==> src/rtl/sobel_pkg.sv <==
package sobel_pkg;
   typedef struct packed {
      logic [7:0] r;
      logic [7:0] g;
      logic [7:0] b;
   } rgb_t;

   typedef enum logic [2:0] {
      PH_IDLE, PH_LOAD, PH_GRAY, PH_SOBEL, PH_DUMP, PH_DONE
   } phase_e;
endpackage

==> src/rtl/luma_conv.sv <==
module luma_conv
   import sobel_pkg::*;
(
   input  rgb_t       px,
   output logic [7:0] y
);
   logic [15:0] acc;
   always_comb begin
      acc = 16'(16'd77 * px.r) + 16'(16'd150 * px.g) + 16'(16'd29 * px.b);
      y   = acc[15:8];
   end
endmodule

==> src/rtl/sobel_kernel.sv <==
module sobel_kernel #(
   parameter int THRESHOLD = 100,
   parameter int MW        = 12
) (
   input  logic [71:0] win,
   output logic        hit
);
   logic signed [MW-1:0] p [9];
   logic signed [MW-1:0] gx, gy, ax, ay;
   logic        [MW-1:0] mag;

   for (genvar t = 0; t < 9; t++) begin : g_tap
      assign p[t] = MW'(win[t*8 +: 8]);
   end

   always_comb begin
      gx  = (p[2] + 2*p[5] + p[8]) - (p[0] + 2*p[3] + p[6]);
      gy  = (p[6] + 2*p[7] + p[8]) - (p[0] + 2*p[1] + p[2]);
      ax  = gx[MW-1] ? -gx : gx;
      ay  = gy[MW-1] ? -gy : gy;
      mag = MW'(ax + ay);
      hit = (int'(mag) > THRESHOLD);
   end
endmodule

==> src/rtl/phase_ctrl.sv <==
module phase_ctrl
   import sobel_pkg::*;
#(
   parameter int WIDTH  = 8,
   parameter int HEIGHT = 8,
   localparam int NPIX  = WIDTH * HEIGHT,
   localparam int AW    = $clog2(NPIX),
   localparam int CW    = $clog2(WIDTH),
   localparam int RW    = $clog2(HEIGHT)
) (
   input  logic          clk,
   input  logic          rst_n,
   input  logic          start,
   output phase_e        phase,
   output logic [AW-1:0] idx,
   output logic [RW-1:0] row,
   output logic [CW-1:0] col,
   output logic          issue,
   output logic          cap_vld,
   output logic [AW-1:0] cap_idx
);
   logic iss_done, last, cap_last;

   assign last     = (idx == AW'(NPIX - 1));
   assign cap_last = cap_vld && (cap_idx == AW'(NPIX - 1));
   assign issue    = (phase == PH_LOAD) && !iss_done;

   always_ff @(posedge clk) begin
      if (!rst_n) begin
         phase    <= PH_IDLE;
         idx      <= '0;
         row      <= '0;
         col      <= '0;
         iss_done <= 1'b0;
         cap_vld  <= 1'b0;
         cap_idx  <= '0;
      end else begin
         cap_vld <= issue;
         cap_idx <= idx;
         unique case (phase)
            PH_IDLE: if (start) begin
               phase    <= PH_LOAD;
               iss_done <= 1'b0;
            end
            PH_LOAD: begin
               if (issue) begin
                  idx <= last ? '0 : idx + 1'b1;
                  if (last) iss_done <= 1'b1;
               end
               if (cap_last) phase <= PH_GRAY;
            end
            PH_GRAY, PH_SOBEL, PH_DUMP: begin
               if (last) begin
                  idx   <= '0;
                  row   <= '0;
                  col   <= '0;
                  phase <= (phase == PH_GRAY)  ? PH_SOBEL :
                           (phase == PH_SOBEL) ? PH_DUMP  : PH_DONE;
               end else begin
                  idx <= idx + 1'b1;
                  if (col == CW'(WIDTH - 1)) begin
                     col <= '0;
                     row <= row + 1'b1;
                  end else begin
                     col <= col + 1'b1;
                  end
               end
            end
            PH_DONE: phase <= PH_IDLE;
            default: phase <= PH_IDLE;
         endcase
      end
   end
endmodule

==> src/rtl/sobel_frame_edge.sv <==
module sobel_frame_edge
   import sobel_pkg::*;
#(
   parameter int WIDTH     = 8,
   parameter int HEIGHT    = 8,
   parameter int THRESHOLD = 100,
   localparam int NPIX     = WIDTH * HEIGHT,
   localparam int AW       = $clog2(NPIX),
   localparam int CW       = $clog2(WIDTH),
   localparam int RW       = $clog2(HEIGHT)
) (
   input  logic          clk,
   input  logic          rst_n,
   input  logic          start,
   output logic          rd_en,
   output logic [AW-1:0] rd_addr,
   input  logic [23:0]   rd_data,
   output logic          wr_en,
   output logic [AW-1:0] wr_addr,
   output logic          wr_bit,
   output logic          done
);
   if (WIDTH < 3 || HEIGHT < 3) begin : g_bad_size
      $error("frame must be at least 3x3");
   end
   if (THRESHOLD < 0 || THRESHOLD > 2040) begin : g_bad_thr
      $error("threshold outside magnitude range");
   end

   phase_e        phase;
   logic [AW-1:0] idx, cap_idx;
   logic [RW-1:0] row;
   logic [CW-1:0] col;
   logic          issue, cap_vld, interior, k_hit;
   logic [7:0]    y_cur;
   logic [71:0]   win;

   rgb_t       rgb_q  [NPIX];
   logic [7:0] gray_q [NPIX];
   logic       edge_q [NPIX];

   phase_ctrl #(.WIDTH(WIDTH), .HEIGHT(HEIGHT)) u_ctrl (
      .clk(clk), .rst_n(rst_n), .start(start), .phase(phase),
      .idx(idx), .row(row), .col(col), .issue(issue),
      .cap_vld(cap_vld), .cap_idx(cap_idx)
   );

   luma_conv u_luma (.px(rgb_q[idx]), .y(y_cur));

   assign interior = (row != '0) && (row != RW'(HEIGHT - 1)) &&
                     (col != '0) && (col != CW'(WIDTH - 1));

   for (genvar dr = 0; dr < 3; dr++) begin : g_row
      for (genvar dc = 0; dc < 3; dc++) begin : g_col
         logic [AW-1:0] tap;
         assign tap = AW'(int'(idx) + (dr - 1) * WIDTH + (dc - 1));
         assign win[(dr*3+dc)*8 +: 8] = interior ? gray_q[tap] : 8'd0;
      end
   end

   sobel_kernel #(.THRESHOLD(THRESHOLD)) u_kern (.win(win), .hit(k_hit));

   always_ff @(posedge clk) begin
      if (cap_vld) rgb_q[cap_idx] <= rgb_t'(rd_data);
      if (phase == PH_GRAY)  gray_q[idx] <= y_cur;
      if (phase == PH_SOBEL) edge_q[idx] <= interior && k_hit;
   end

   assign rd_en   = issue;
   assign rd_addr = idx;
   assign wr_en   = (phase == PH_DUMP);
   assign wr_addr = idx;
   assign wr_bit  = wr_en && edge_q[idx];
   assign done    = (phase == PH_DONE);
endmodule

==> config.mk <==
export PLATFORM = sky130hd
export DESIGN_NAME = sobel_frame_edge
export DESIGN_NICKNAME = d
export VERILOG_FILES = /design/src/rtl/sobel_pkg.sv /design/src/rtl/luma_conv.sv /design/src/rtl/sobel_kernel.sv /design/src/rtl/phase_ctrl.sv /design/src/rtl/sobel_frame_edge.sv
export SDC_FILE = /design/constraint.sdc
export NUM_CORES = 2
export LEC_CHECK = 0
export BUFFER_PORTS_ARGS = -buffer_cell sky130_fd_sc_hd__buf_2
export CORE_UTILIZATION = 40
export CTS_CLUSTER_DIAMETER = 150
export DETAILED_ROUTE_END_ITERATION = 6
export PLACE_DENSITY = 0.51
export SYNTH_ARGS = -nofsm -noshare
export SYNTH_HDL_FRONTEND = slang
export SYNTH_SLANG_ARGS = --single-unit
==> constraint.sdc <==
create_clock -name clk -period 32.6 [get_ports clk]
set_input_delay 1.63 -clock clk [delete_from_list [all_inputs] [get_ports clk]]
set_output_delay 1.63 -clock clk [all_outputs]
set_load 0.005 [all_outputs]
Word-level counts from Yosys, hierarchy flattened
Memories as Yosys holds them, arrays and structs flattened. A register that Yosys moved wholly into a read port is not among the register bits.
Cells that the tools add are included.
Word-level totals
  register bits: 23
  latch bits: 0
  RAM bits: 2112
  bits in read-only memories: 0
  bits of input ports: 27
  output and inout port bits: 16
  word-level logic and storage cells: 111
  memories kept: 3
Cells by class
  add/subtract/negate cells: 26
  multiply operators: 3
  divide/modulo/power cells: 0
  order comparisons: 1
  equality and inequality tests: 15
  shift-type cells: 0
  muxes and demuxes: 37
  bitwise gates (word level): 0
  reduce and logical (&&, ||, !) cells: 19
Memory list
  rgb_q: words 64, bits a word 24, rd ports 1, clocked after Yosys merged registers in 1, write ports 1, line sobel_frame_edge.sv:38  | rgb_t rgb_q [NPIX];
  gray_q: words 64, bits a word 8, rd ports 8, clocked after Yosys merged registers in 0, write ports 1, line sobel_frame_edge.sv:39  | logic [7:0] gray_q [NPIX];
  edge_q: words 64, bits a word 1, rd ports 1, clocked after Yosys merged registers in 1, write ports 1, line sobel_frame_edge.sv:40  | logic edge_q [NPIX];
Operators with widths (count)
  $mux W8: 8
  $add A12 B9 Y12: 4
  $add A8 B9 Y10: 4
  $add A6 B1 Y6 const B: 6
  $mux W6: 6
  $mul A7 B8 Y15 const A: 2
  $mux W12: 2
  $mux W3: 8
  $neg A12 Y12: 2
  $sub A12 B12 Y12: 2
  $add A15 B16 Y16: 1
  $add A16 B13 Y16: 1
  $mul A5 B8 Y13 const A: 1
  $add A12 B12 Y12: 1
  $add A6 B4 Y6 const B: 2
  $eq A6 B6 Y1 const B: 2
  $gt A12 B7 Y1 const B: 1
  $pmux W6 S2: 1
  $mux W1: 10
  $eq A3 B3 Y1 const B: 3
  $pmux W3 S3: 1
  $logic_and A1 B1 Y1: 7
  $add A3 B1 Y3 const B: 2
  $add A6 B2 Y6 const B: 1
  14 further kinds: 23

Longest topological paths before layout
  depth in word-level cells: 13
  gate-level depth with buffers: 49

By module
A second synthesis with hierarchy kept.
Unflattened totals
  cells, all modules: 6217
  area total of the unflattened synthesis: 100715.3 um^2
Modules (own cells, without submodules)
  sobel_frame_edge: instances 1, cells an instance 5376, area each 93133.1 um^2, sequential area each 63420.8 um^2
  sobel_kernel: instances 1, cells an instance 403, area each 3400.8 um^2, sequential area each 0.0 um^2
  luma_conv: instances 1, cells an instance 328, area each 3130.5 um^2, sequential area each 0.0 um^2
  phase_ctrl: instances 1, cells an instance 110, area each 1051.0 um^2, sequential area each 460.4 um^2

Worst setup path after synthesis
Ideal clock, no wire load.
  path kind: reg2reg
  from: register u_ctrl.idx[0]
  to: memory edge_q[0], data pin
  library setup time: 0.588 ns
  data arrival time: 12.008 ns
  required time: 32.012 ns
  path slack: 20.005 ns
  cell stages (with the launch flop): 46
  path buffers: 9
  period minus slack after synthesis: 12.595 ns
  path through: dfxtp_1 buf_4 buf_6 buf_6 inv_1 clkbuf_1 buf_1 buf_1 ha_1 xor2_1 buf_2 buf_1 mux4_2 mux4_2 a211oi_1 ha_1 inv_1 fa_1 (+10 left out) ha_1 or2_2 a21oi_1 a31oi_1 nand3_1 nand2_1 clkbuf_1 mux2_2 ha_1 a211oi_1 nor2_1 o311a_1 nor4_1 nor3_1 a21o_1 a21oi_1 xnor3_1 a31oi_1
On the way
  longest elaborated chain between the ends: 12
  elaborated cells between the ends (all ways): 34
  classes of those cells: add/sub (21); order compare (1); mux (10); reduce/logical (1); memory (1)
RTL lines
  start: declaration: line phase_ctrl.sv:15  | output logic [AW-1:0] idx,
  start signal: assignment: line phase_ctrl.sv:47  | idx <= last ? '0 : idx + 1'b1;
  start signal: assignment: line phase_ctrl.sv:60  | idx <= idx + 1'b1;
  $add A6 B4 Y6: line sobel_frame_edge.sv:56  | assign tap = AW'(int'(idx) + (dr - 1) * WIDTH + (dc - 1));
  $add A6 B2 Y6 / $add A6 B1 Y6 (equally long branches): line sobel_frame_edge.sv:56
  $mem_v2 Z64 W8 (*)
  $mux W8: line sobel_frame_edge.sv:57  | assign win[(dr*3+dc)*8 +: 8] = interior ? gray_q[tap] : 8'd0;
  $add A8 B9 Y10 (on tied branches): line sobel_kernel.sv:17, sobel_kernel.sv:18
  $add A12 B9 Y12 (on tied branches): line sobel_kernel.sv:17, sobel_kernel.sv:18
  $sub A12 B12 Y12 (on tied branches): line sobel_kernel.sv:17, sobel_kernel.sv:18
  $neg A12 Y12 (on tied branches): line sobel_kernel.sv:19, sobel_kernel.sv:20
  $mux W12 (on tied branches): line sobel_kernel.sv:19, sobel_kernel.sv:20
  $add A12 B12 Y12 (*): line sobel_kernel.sv:21  | mag = MW'(ax + ay);
  $gt A12 B7 Y1 (*): line sobel_kernel.sv:22  | hit = (int'(mag) > THRESHOLD);
  $logic_and A1 B1 Y1 (*): line sobel_frame_edge.sv:66  | if (phase == PH_SOBEL) edge_q[idx] <= interior && k_hit;
  end: declaration: line sobel_frame_edge.sv:40
Mark *: on every way between the ends. The rest lies on a longest branch, timed or not.

==> results.toml <==
[sta]
postLayoutSetupSlackWorst_ns = 19.95
slew_headroom_pct = 4.38
min_period_ns = 12.65
tightest_slew_ns = 1.43
setup_violations = 0
fin_tns_setup_ns = 0
holdWs_ns = 0.489
rsz0062_at_grt = "no"
max_freq_mhz = 79.0
period_share_pct = 38.8
hold_viol = 0
finClkSkew_ns = 0.0912
finalMaxSlewViolations = 0

[detailed_routing]
drtIter0Drc = 6423
routed-via-count = 54571
firstDrtPassIters = 7
drc = 0
wl_per_cell_um = 33.2
finalWirelength_um = 302000
ant_nets = 0
vias_per_cell = 6.00

[layout]
nets = 5997
fillers = 20911
drive_above_1_share_pct = 24.8
final_area_um2 = 111000
areaGrowthSynthToFinish_pct = 12.8

[synth]
synth_common_cells = "edfxtp_1 (2112), mux4_2 (668), nor2_1 (329)"
syn_area_per_cell_um2 = 17.6
synth_top_area_share_pct = 64.6
yosys.area.top_type = "edfxtp_1"
ys_seq_area_share_pct = 65.2
synth_edf_count = 2112
async_flop_share_pct = 0
synth-warning-count = 0
synth_seq_cells = 2141
synth_area_um2 = 98200
yosys.cell_count.top_type = "edfxtp_1"
synth_fp_nets = 5857
synthFlopType = "edfxtp_1"
synth.area.top_cells = "edfxtp_1 (65%), mux4_2 (15%), mux2i_1 (3.0%)"
postSynthCellCount = 5568
ys_types = 75

[worst_setup_path]
crit_family = "adder cells"
cp.depth = 32
rr_endpoint = "gray_q[29][5]"
crit_path_end_kind = "flop"
worst-path-buf-inv = 9
crit_required_ns = 33.13
slowest_stage = "o31ai_1"
startpoint_type = "flop"
crit_type = "reg -> reg"
crit_top_cell = "ha_1"
r2r_slack_ns = 19.95
crit_arrival_ns = 13.18
cpPeakStageDelay_ns = 0.94
reg2regPathDepth = 32
worst-path-max-fanout = 65

[run]
max_cap_violations = 0

[cts]
cts.sinks = 2141
cts_made_buffers = 223
hold_buffers = 0
cts_buffer_depth = 3
post_cts_resized = 0
clk_pin_slew_ns = 0.06
post_cts_buffers = 0
clock-root-buffer = "clkbuf_16"
htreeDepth = 4
clk_latency_ns = 0.91
cts_tree = "built"

[floorplan]
die_w_um = 498
initial_core_util_pct = 40.3
dieArea_um2 = 248000
fp.dieH_um = 498
io_pins = 43
row_count = 181
coreArea_um2 = 244000

[power_and_ir_drop]
power_w = 0.0140
static-leakage-power_nw = 35.0
ir_worst_vdd_uv = 1170
powerDensity_nw_per_um2 = 127

[grt]
antenna_found_initial = 21
grt_pass1_vias = 54786
overflow = 0
track_usage_pct = 24.3
grt_max_degree = 138
grt_pass1_wl_um = 423000

[worst_hold_path]
hp-start = "u_ctrl.col[1]"
hold_path_class = "reg -> reg"
min_path_cells = 2
min_to = "u_ctrl.col[1]"

[placement]
dp_slack_ns = 20.03
placed_cell_area_um2 = 103000
dp_hpwl_um = 185000
port_buffers = 42
gp_congestion = 0.899

[outcome]
status = "finished clean"
[registers in the layout (all words and copies together), names as in the netlist, named ones only]
signal / cells
u_ctrl.cap_vld: 1
u_ctrl.iss_done: 1
gray_q: 512
u_ctrl.idx: 6
rgb_q: 1536
u_ctrl.row: 3
edge_q: 64
u_ctrl.phase: 3
u_ctrl.cap_idx: 6
u_ctrl.col: 3
[routing by layer]
metal / vias to the layer above / part of all wire, % / GRT usage [%]
li1: 22747 / - / -
met1: 29284 / 46 / 36.7
met2: 2150 / 45 / 36.3
met3: 388 / 7.5 / 4.35
met4: 2 / 2.2 / 5.88
met5: - / 0.0043 / 0
[cell type report]
type	count	area [um^2]	area share [%]
multi-input cells	2878	32800	29.6
inverters	217	816	0.736
clock buffers	283	5890	5.31
repair buffers	247	1810	1.64
well taps	3202	4010	3.62
diodes	6	15.0	0.0136
flip-flops and latches	2141	64000	57.8
clock inverters	128	1450	1.30
[power by group]
group	internal (W)	leakage [nW]	switching, W	total (W)
registers	0.00640	19.2	0.00000395	0.00641
logic	0.000887	12.2	0.00417	0.00505
clock network	0.00145	3.56	0.00110	0.00255
total	0.00875	35.0	0.00527	0.0140
[how the worst max path moves through the flow]
stage	from	endpoint	slack, ns
6_report	flop	gray_q[29][5]	19.95
5_1_grt	flop	gray_q[27][5]	19.33
4_1_cts	flop	gray_q[26][5]	19.89
2_1_floorplan	u_ctrl.idx[0]	edge_q[0]	20.00
3_3_place_gp	flop	gray_q[1][5]	20.16
3_5_place_dp	flop	gray_q[7][5]	20.03
[tightest hold or removal path, cell delays in order (launching register included)]
cell      delay, ns
dfxtp_1        0.32
nand2_1        0.05
a21boi_0       0.06
[cells by family after synthesis]
kind of cell | synth area share [%]
multiplexers | 19.6
buffers and inverters | 2.23
XOR/XNOR | 0.950
AO/OA/AOI/OAI | 4.54
adder cells (fa/ha/maj) | 4.04
flip-flops | 65.2
AND/OR/NAND/NOR | 3.53
[through the flow]
stage               instances  util [%]
detailed placement       8685      42.4
floorplan                5568         -
global route             9098      45.5
finish                   9102      45.5
global placement         8685      42.4
CTS                      9096      45.5
[cells in the final DEF, fill, tap and decap left out, types with 22 or more instances in the layout]
cell type,n
bufinv_16,22
a221oi_1,35
xnor2_1,46
a31oi_1,25
nor2_1,268
xor2_1,37
nand2b_1,29
mux2i_1,292
clkbuf_16,224
fa_1,92
a21oi_1,185
a211oi_1,84
ha_1,169
nor2b_1,38
o21ai_0,116
mux2_2,108
clkinv_2,42
clkinv_1,47
nor3_1,36
nor2_4,60
inv_1,213
a22o_1,41
buf_4,201
and2_1,31
buf_2,41
clkbuf_1,53
nand3_1,55
edfxtp_1,2112
mux4_2,668
o211ai_1,35
a22oi_1,52
nand2_1,179
Note: power is estimated with default switching activity, not from simulation.
